<file path="src/rtl/srae_pkg.sv">
package srae_pkg;

   typedef enum logic [1:0] {
      SEQ_IDLE  = 2'd0,
      SEQ_POST  = 2'd1,
      SEQ_POLL  = 2'd2,
      SEQ_WRITE = 2'd3
   } seq_state_t;

   // ceiling log2 with a floor of one bit for counters
   function automatic int cnt_width(input int limit);
      int w;
      w = 1;
      while ((1 << w) < limit) w++;
      return w;
   endfunction

endpackage

</file>
<file path="src/rtl/srae_frame_fmt.sv">
module srae_frame_fmt #(
   parameter int WORD_W    = 32,
   parameter int ADDR_W    = 4,
   parameter int ADDR_LSB  = 27,
   parameter int WFLAG_BIT = 26,
   parameter int DATA_W    = 16
) (
   input  logic [ADDR_W-1:0] post_addr,
   input  logic [WORD_W-1:0] stat_word,
   input  logic [WORD_W-1:0] held_word,
   input  logic [DATA_W-1:0] new_data,
   output logic [WORD_W-1:0] post_word,
   output logic [WORD_W-1:0] write_word,
   output logic [ADDR_W-1:0] stat_tag
);

   localparam int ADDR_MSB = ADDR_LSB + ADDR_W - 1;

   // elaboration-time layout checks
   if (ADDR_MSB >= WORD_W) begin : g_chk_addr
      $error("address field exceeds word width");
   end
   if (DATA_W > ADDR_LSB) begin : g_chk_data
      $error("data field overlaps address field");
   end
   if (WFLAG_BIT < DATA_W || (WFLAG_BIT >= ADDR_LSB && WFLAG_BIT <= ADDR_MSB)
       || WFLAG_BIT >= WORD_W) begin : g_chk_flag
      $error("write flag collides with another field");
   end

   for (genvar b = 0; b < WORD_W; b++) begin : g_bit
      // posted read frame: tag only, all else zero
      if (b >= ADDR_LSB && b <= ADDR_MSB) begin : g_post_tag
         assign post_word[b] = post_addr[b-ADDR_LSB];
      end else begin : g_post_zero
         assign post_word[b] = 1'b0;
      end
      // write frame: returned word, flag forced, data replaced
      if (b < DATA_W) begin : g_wr_data
         assign write_word[b] = new_data[b];
      end else if (b == WFLAG_BIT) begin : g_wr_flag
         assign write_word[b] = 1'b1;
      end else begin : g_wr_keep
         assign write_word[b] = held_word[b];
      end
   end

   assign stat_tag = stat_word[ADDR_LSB +: ADDR_W];

endmodule

</file>
<file path="src/rtl/srae_poll_ctr.sv">
module srae_poll_ctr #(
   parameter int LIMIT = 200
) (
   input  logic clk,
   input  logic rst_n,
   input  logic clear,
   input  logic step,
   output logic last
);

   localparam int CW = srae_pkg::cnt_width(LIMIT);
   localparam logic [CW-1:0] LAST_VAL = CW'(LIMIT - 1);

   if (LIMIT < 1) begin : g_chk_limit
      $error("poll limit must be at least one");
   end

   logic [CW-1:0] cnt_q;

   always_ff @(posedge clk) begin
      if (!rst_n) begin
         cnt_q <= '0;
      end else if (clear) begin
         cnt_q <= '0;
      end else if (step) begin
         cnt_q <= cnt_q + CW'(1);
      end
   end

   // attempt number cnt_q+1 is under way; the last one is LIMIT
   assign last = (cnt_q == LAST_VAL);

   // counter stays inside the attempt window
   assert_poll_window_R5: assert property (@(posedge clk) disable iff (!rst_n)
      step |=> (cnt_q <= LAST_VAL));

endmodule

</file>
<file path="src/rtl/srae_seq.sv">
module srae_seq
   import srae_pkg::*;
(
   input  logic clk,
   input  logic rst_n,
   input  logic req_valid,
   input  logic req_write,
   input  logic tag_match,
   input  logic poll_last,
   output logic ready,
   output logic accept,
   output logic post_go,
   output logic poll_go,
   output logic write_go,
   output logic cnt_clear,
   output logic cnt_step,
   output logic capture,
   output logic finish_ok,
   output logic finish_err
);

   seq_state_t state_q, state_d;
   logic       wr_q;

   always_comb begin
      state_d    = state_q;
      ready      = 1'b0;
      post_go    = 1'b0;
      poll_go    = 1'b0;
      write_go   = 1'b0;
      cnt_clear  = 1'b0;
      cnt_step   = 1'b0;
      capture    = 1'b0;
      finish_ok  = 1'b0;
      finish_err = 1'b0;
      unique case (state_q)
         SEQ_IDLE: begin
            ready = 1'b1;
            if (req_valid) state_d = SEQ_POST;
         end
         SEQ_POST: begin
            post_go   = 1'b1;
            cnt_clear = 1'b1;
            state_d   = SEQ_POLL;
         end
         SEQ_POLL: begin
            poll_go = 1'b1;
            if (tag_match) begin
               capture = 1'b1;
               if (wr_q) begin
                  state_d = SEQ_WRITE;
               end else begin
                  finish_ok = 1'b1;
                  state_d   = SEQ_IDLE;
               end
            end else if (poll_last) begin
               finish_err = 1'b1;
               state_d    = SEQ_IDLE;
            end else begin
               cnt_step = 1'b1;
            end
         end
         SEQ_WRITE: begin
            write_go  = 1'b1;
            finish_ok = 1'b1;
            state_d   = SEQ_IDLE;
         end
         default: state_d = SEQ_IDLE;
      endcase
   end

   assign accept = ready & req_valid;

   always_ff @(posedge clk) begin
      if (!rst_n) begin
         state_q <= SEQ_IDLE;
         wr_q    <= 1'b0;
      end else begin
         state_q <= state_d;
         if (accept) wr_q <= req_write;
      end
   end

   // a write frame only ever follows a matching poll
   assert_write_after_match_R6: assert property (@(posedge clk) disable iff (!rst_n)
      write_go |-> $past(capture));

endmodule

</file>
<file path="src/rtl/srae_top.sv">
module srae_top #(
   parameter int WORD_W     = 32,
   parameter int ADDR_W     = 4,
   parameter int ADDR_LSB   = 27,
   parameter int WFLAG_BIT  = 26,
   parameter int DATA_W     = 16,
   parameter int WDATA_W    = 32,
   parameter int POLL_LIMIT = 200
) (
   input  logic               clk,
   input  logic               rst_n,
   input  logic               req_valid,
   input  logic               req_write,
   input  logic [ADDR_W-1:0]  req_addr,
   input  logic [WDATA_W-1:0] req_wdata,
   output logic               req_ready,
   output logic               rsp_done,
   output logic               rsp_error,
   output logic [WORD_W-1:0]  rsp_rdata,
   output logic               lnk_ctl_we,
   output logic [WORD_W-1:0]  lnk_ctl_word,
   output logic               lnk_stat_rd,
   input  logic [WORD_W-1:0]  lnk_stat_word
);

   if (WDATA_W < DATA_W) begin : g_chk_wdata
      $error("request data narrower than frame data field");
   end

   logic              accept, post_go, poll_go, write_go;
   logic              cnt_clear, cnt_step, poll_last, capture;
   logic              finish_ok, finish_err, tag_match;
   logic [ADDR_W-1:0] addr_q, stat_tag;
   logic [DATA_W-1:0] wdata_q;
   logic [WORD_W-1:0] held_q, post_word, write_word;

   srae_seq u_seq (
      .clk        (clk),
      .rst_n      (rst_n),
      .req_valid  (req_valid),
      .req_write  (req_write),
      .tag_match  (tag_match),
      .poll_last  (poll_last),
      .ready      (req_ready),
      .accept     (accept),
      .post_go    (post_go),
      .poll_go    (poll_go),
      .write_go   (write_go),
      .cnt_clear  (cnt_clear),
      .cnt_step   (cnt_step),
      .capture    (capture),
      .finish_ok  (finish_ok),
      .finish_err (finish_err)
   );

   srae_poll_ctr #(.LIMIT(POLL_LIMIT)) u_ctr (
      .clk   (clk),
      .rst_n (rst_n),
      .clear (cnt_clear),
      .step  (cnt_step),
      .last  (poll_last)
   );

   srae_frame_fmt #(
      .WORD_W    (WORD_W),
      .ADDR_W    (ADDR_W),
      .ADDR_LSB  (ADDR_LSB),
      .WFLAG_BIT (WFLAG_BIT),
      .DATA_W    (DATA_W)
   ) u_fmt (
      .post_addr  (addr_q),
      .stat_word  (lnk_stat_word),
      .held_word  (held_q),
      .new_data   (wdata_q),
      .post_word  (post_word),
      .write_word (write_word),
      .stat_tag   (stat_tag)
   );

   assign tag_match = (stat_tag == addr_q);

   always_ff @(posedge clk) begin
      if (!rst_n) begin
         addr_q    <= '0;
         wdata_q   <= '0;
         held_q    <= '0;
         rsp_done  <= 1'b0;
         rsp_error <= 1'b0;
      end else begin
         if (accept) begin
            addr_q  <= req_addr;
            wdata_q <= req_wdata[DATA_W-1:0];
         end
         if (capture) held_q <= lnk_stat_word;
         rsp_done  <= finish_ok | finish_err;
         rsp_error <= finish_err;
      end
   end

   assign rsp_rdata    = held_q;
   assign lnk_ctl_we   = post_go | write_go;
   assign lnk_ctl_word = write_go ? write_word : post_word;
   assign lnk_stat_rd  = poll_go;

   // acceptance is followed by a tag-only post of the same address
   assert_post_tag_R2: assert property (@(posedge clk) disable iff (!rst_n)
      (req_valid && req_ready) |=> (lnk_ctl_we && !lnk_ctl_word[WFLAG_BIT]
         && lnk_ctl_word[ADDR_LSB +: ADDR_W] == $past(req_addr)));

   // completion is a single-cycle pulse
   assert_done_pulse_R4: assert property (@(posedge clk) disable iff (!rst_n)
      rsp_done |=> !rsp_done);

   // an error is reported only with done, right after a failing poll
   assert_error_after_poll_R5: assert property (@(posedge clk) disable iff (!rst_n)
      rsp_error |-> (rsp_done && $past(lnk_stat_rd) && !$past(lnk_ctl_we)));

   // a write frame is followed by a clean completion
   assert_write_then_done_R6: assert property (@(posedge clk) disable iff (!rst_n)
      (lnk_ctl_we && lnk_ctl_word[WFLAG_BIT]) |=> (rsp_done && !rsp_error));

   // no second acceptance while a request is in flight
   assert_busy_after_accept_R8: assert property (@(posedge clk) disable iff (!rst_n)
      (req_valid && req_ready) |=> !req_ready);

   // link strobes are exclusive
   assert_strobe_excl_R9: assert property (@(posedge clk) disable iff (!rst_n)
      !(lnk_ctl_we && lnk_stat_rd));

endmodule

</file>
<file path="config.mk">
export PLATFORM = sky130hd
export DESIGN_NAME = srae_top
export DESIGN_NICKNAME = d
export VERILOG_FILES = /design/src/rtl/srae_pkg.sv /design/src/rtl/srae_frame_fmt.sv /design/src/rtl/srae_poll_ctr.sv /design/src/rtl/srae_seq.sv /design/src/rtl/srae_top.sv
export SDC_FILE = /design/constraint.sdc
export NUM_CORES = 1
export LEC_CHECK = 0
export BUFFER_PORTS_ARGS = -buffer_cell sky130_fd_sc_hd__buf_4
export CORE_MARGIN = 1.5
export CORE_UTILIZATION = 46
export CTS_CLUSTER_DIAMETER = 60
export DETAILED_ROUTE_END_ITERATION = 16
export PLACE_DENSITY_LB_ADDON = 0.3
export SYNTH_ARGS = -nofsm -noshare
export SYNTH_HDL_FRONTEND = slang
export SYNTH_SLANG_ARGS = --single-unit
</file>
<file path="constraint.sdc">
create_clock -name clk -period 2.09 [get_ports clk]
set_input_delay 0.418 -clock clk [delete_from_list [all_inputs] [get_ports clk]]
set_output_delay 0.418 -clock clk [all_outputs]
set_load 0.01 [all_outputs]
</file>
==> results.sh <==
export IMPL_status="finished, final reports clean"
export IMPL_finalHoldViolCount=0
export IMPL_max_clock_freq_mhz=515
export IMPL_ys_async_sr_fraction_pct=0
export IMPL_fin_crit_sh_pct=92.9
export IMPL_synth_seq_cells=65
export IMPL_crit_path_start="u_seq.state_q[1]$_SDFFE_PN0P_"
export IMPL_critPathCapture="lnk_ctl_word[30]"
export IMPL_final_common_cell="buf_4"
export IMPL_crit_type="reg -> out"
export IMPL_reg2reg_slack_ps=340
export IMPL_finalSetupTns_ps=0
export IMPL_clockBufferDepth=2
export IMPL_synth_fp_nets=423
export IMPL_clk_pin_slew_ps=70
export IMPL_dieArea_mm2=0.00676
export IMPL_clock_skew_final_ps=3.97
export IMPL_area_growth_pct=39.4
export IMPL_row_count=28
export IMPL_ant_nets=0
export IMPL_firstDrtPassIters=5
export IMPL_rr_worst_depth=5
export IMPL_hold_class="in -> reg"
export IMPL_grt_pass1_wl_mm=11.5
export IMPL_grt_max_degree=33
export IMPL_maxCapViolCount=0
export IMPL_antenna_found_initial=0
export IMPL_start_kind="flip-flop"
export IMPL_utilization_pct=67.2
export IMPL_place_ws_ps=151
export IMPL_post_route_drc_count=0
export IMPL_p_per_area_mw_per_mm2=628
export IMPL_ys_warn_count=0
export IMPL_holdWs_ps=329
export IMPL_critPathRequiredTime_ps=1670
export IMPL_synthesis_area_mm2=0.00289
export IMPL_arrival_ps=1520
export IMPL_ios=141
export IMPL_h_tree_depth=3
export IMPL_numClockSinks=65
export IMPL_place_inst=529
export IMPL_synth_edff_count=0
export IMPL_grt_ovfl_total=0
export IMPL_gp_congestion=0.851
export IMPL_drive_gt1_share_pct=32.6
export IMPL_worstSkewPairLatency_ps=330
export IMPL_io_buffers=124
export IMPL_die_h_um=82.2
export IMPL_initial_utilization_pct=48.2
export IMPL_finalCriticalPeriod_ps=1940
export IMPL_core_mm2=0.00599
export IMPL_mostFrequentLayoutCells="buf_4 (133), nand2_1 (111), dfxtp_1 (65), mux2i_1 (29), and3_1 (28)"
export IMPL_syn_avg_cell_area_um2=8.25
export IMPL_cts_setup_buffers=0
export IMPL_r2r_end="rsp_rdata[2]$_SDFFE_PN0P_"
export IMPL_viasPerCell=5.15
export IMPL_holdPathStages=3
export IMPL_r2r_start="addr_q[2]$_SDFFE_PN0P_"
export IMPL_final_setup_worst_slack_ps=148
export IMPL_finalInstanceArea_mm2=0.00402
export IMPL_rsz0062_at_grt="no"
export IMPL_grt_total_usage_pct=22.2
export IMPL_yosysUniqueCellTypes=38
export IMPL_seq_area_frac_synth_pct=45.1
export IMPL_worst_pin_slew_ps=465
export IMPL_antenna_cells=0
export IMPL_cts_root_buffer="clkbuf_8"
export IMPL_end_kind="output pin"
export IMPL_synthCells=350
export IMPL_numCtsBuffers=9
export IMPL_fin_cells=544
export IMPL_grt_pass1_vias=2661
export IMPL_final_nets=538
export IMPL_synth_largest_area_cell="dfxtp_1"
export IMPL_cts_tree="done"
export IMPL_hold_buffers=0
export IMPL_wirelength_mm=7.29
export IMPL_vias=2799
export IMPL_first_iter_violations=146
export IMPL_irDropWorstVdd_mv=0.447
export IMPL_crit_fanout=16
export IMPL_synth_top_area_share_pct=45.1
export IMPL_relSlewSlack_pct=68.6
export IMPL_wire_per_inst_um=13.4
export IMPL_p_leak_nw=1.88
export IMPL_ctsResizeCount=0
export IMPL_hpwlAfterDp_mm=5.15
export IMPL_finalSetupViolCount=0
export IMPL_die_x_um=82.2
export IMPL_synth_area_leaders="dfxtp_1 (45%), nand2_1 (14%), mux2i_1 (10%)"
export IMPL_dpl_cell_area_mm2=0.00386
export IMPL_power_mw=2.53
export IMPL_slew_violations=0
export IMPL_synthFlopType="dfxtp_1"
## worst min-delay path by stage
stage / from / to / slack [ps]
CTS: req_wdata[15] / wdata_q[15]$_SDFFE_PN0P_ / 320
detailed placement: wdata_q[13]$_SDFFE_PN0P_ / wdata_q[13]$_SDFFE_PN0P_ / 440
global route: req_write / u_seq.wr_q$_SDFFE_PN0P_ / 330
floorplan: wdata_q[0]$_SDFFE_PN0P_ / wdata_q[0]$_SDFFE_PN0P_ / 430
global placement: wdata_q[14]$_SDFFE_PN0P_ / wdata_q[14]$_SDFFE_PN0P_ / 440
finish: req_wdata[15] / wdata_q[15]$_SDFFE_PN0P_ / 330
## cell type report
type	count	area (um2)
Clock inverter	3	17.5
Inverter	3	11.3
Fill cell	505	1970
Clock buffer	12	145
Tap cell	75	93.8
Timing Repair Buffer	134	1020
Sequential cell	65	1300
Multi-Input combinational cell	252	1440
## kinds of logic after synthesis
| logic type | share of synthesized area [%] |
|---|---|
| and+or+nand+nor | 27.7 |
| DFF | 45.1 |
| AOI/OAI and AO/OA | 8.80 |
| buffers and inverters | 5.20 |
| muxes | 11.6 |
| xor gates and xnor gates | 1.21 |
| adders and majority gates | 0.433 |
## Yosys cell counts, types with 3 or more instances
| cell | number |
|---|---|
| o21ai_0 | 6 |
| nand3_1 | 5 |
| nand2_1 | 111 |
| buf_2 | 3 |
| nor2_1 | 3 |
| and2_1 | 4 |
| clkbuf_1 | 21 |
| and3_1 | 28 |
| dfxtp_1 | 65 |
| inv_1 | 3 |
| mux2_2 | 4 |
| buf_4 | 4 |
| mux2i_1 | 29 |
| xnor2_1 | 4 |
| a21oi_1 | 25 |
| nand4_1 | 7 |
## metal layers
metal / up-vias / part of all wire, % / GRT usage [%]
met5: - / 0 / 0
met4: 0 / 1.0 / 10.2
met3: 6 / 7.6 / 7.25
met2: 92 / 48 / 36.8
met1: 1281 / 43 / 25.9
li1: 1420 / - / -
## power breakdown
part,internal (mW),switching [mW]
clock network,0.453,0.454
logic,0.154,0.168
registers,1.28,0.0205
## sequential cells by signal, indices dropped and copies added, names as in the netlist
name	count
rsp_rdata	32
wdata_q	16
u_ctr.cnt_q	8
addr_q	4
u_seq.state_q	2
rsp_done	1
rsp_error	1
u_seq.wr_q	1
## critical path, cell delays in order (launching register included)
cell,delay [ps]
dfxtp_1,320
buf_4,180
nand2_1,180
mux2_2,370
buf_4,140
(Power assumes the default switching activity.)
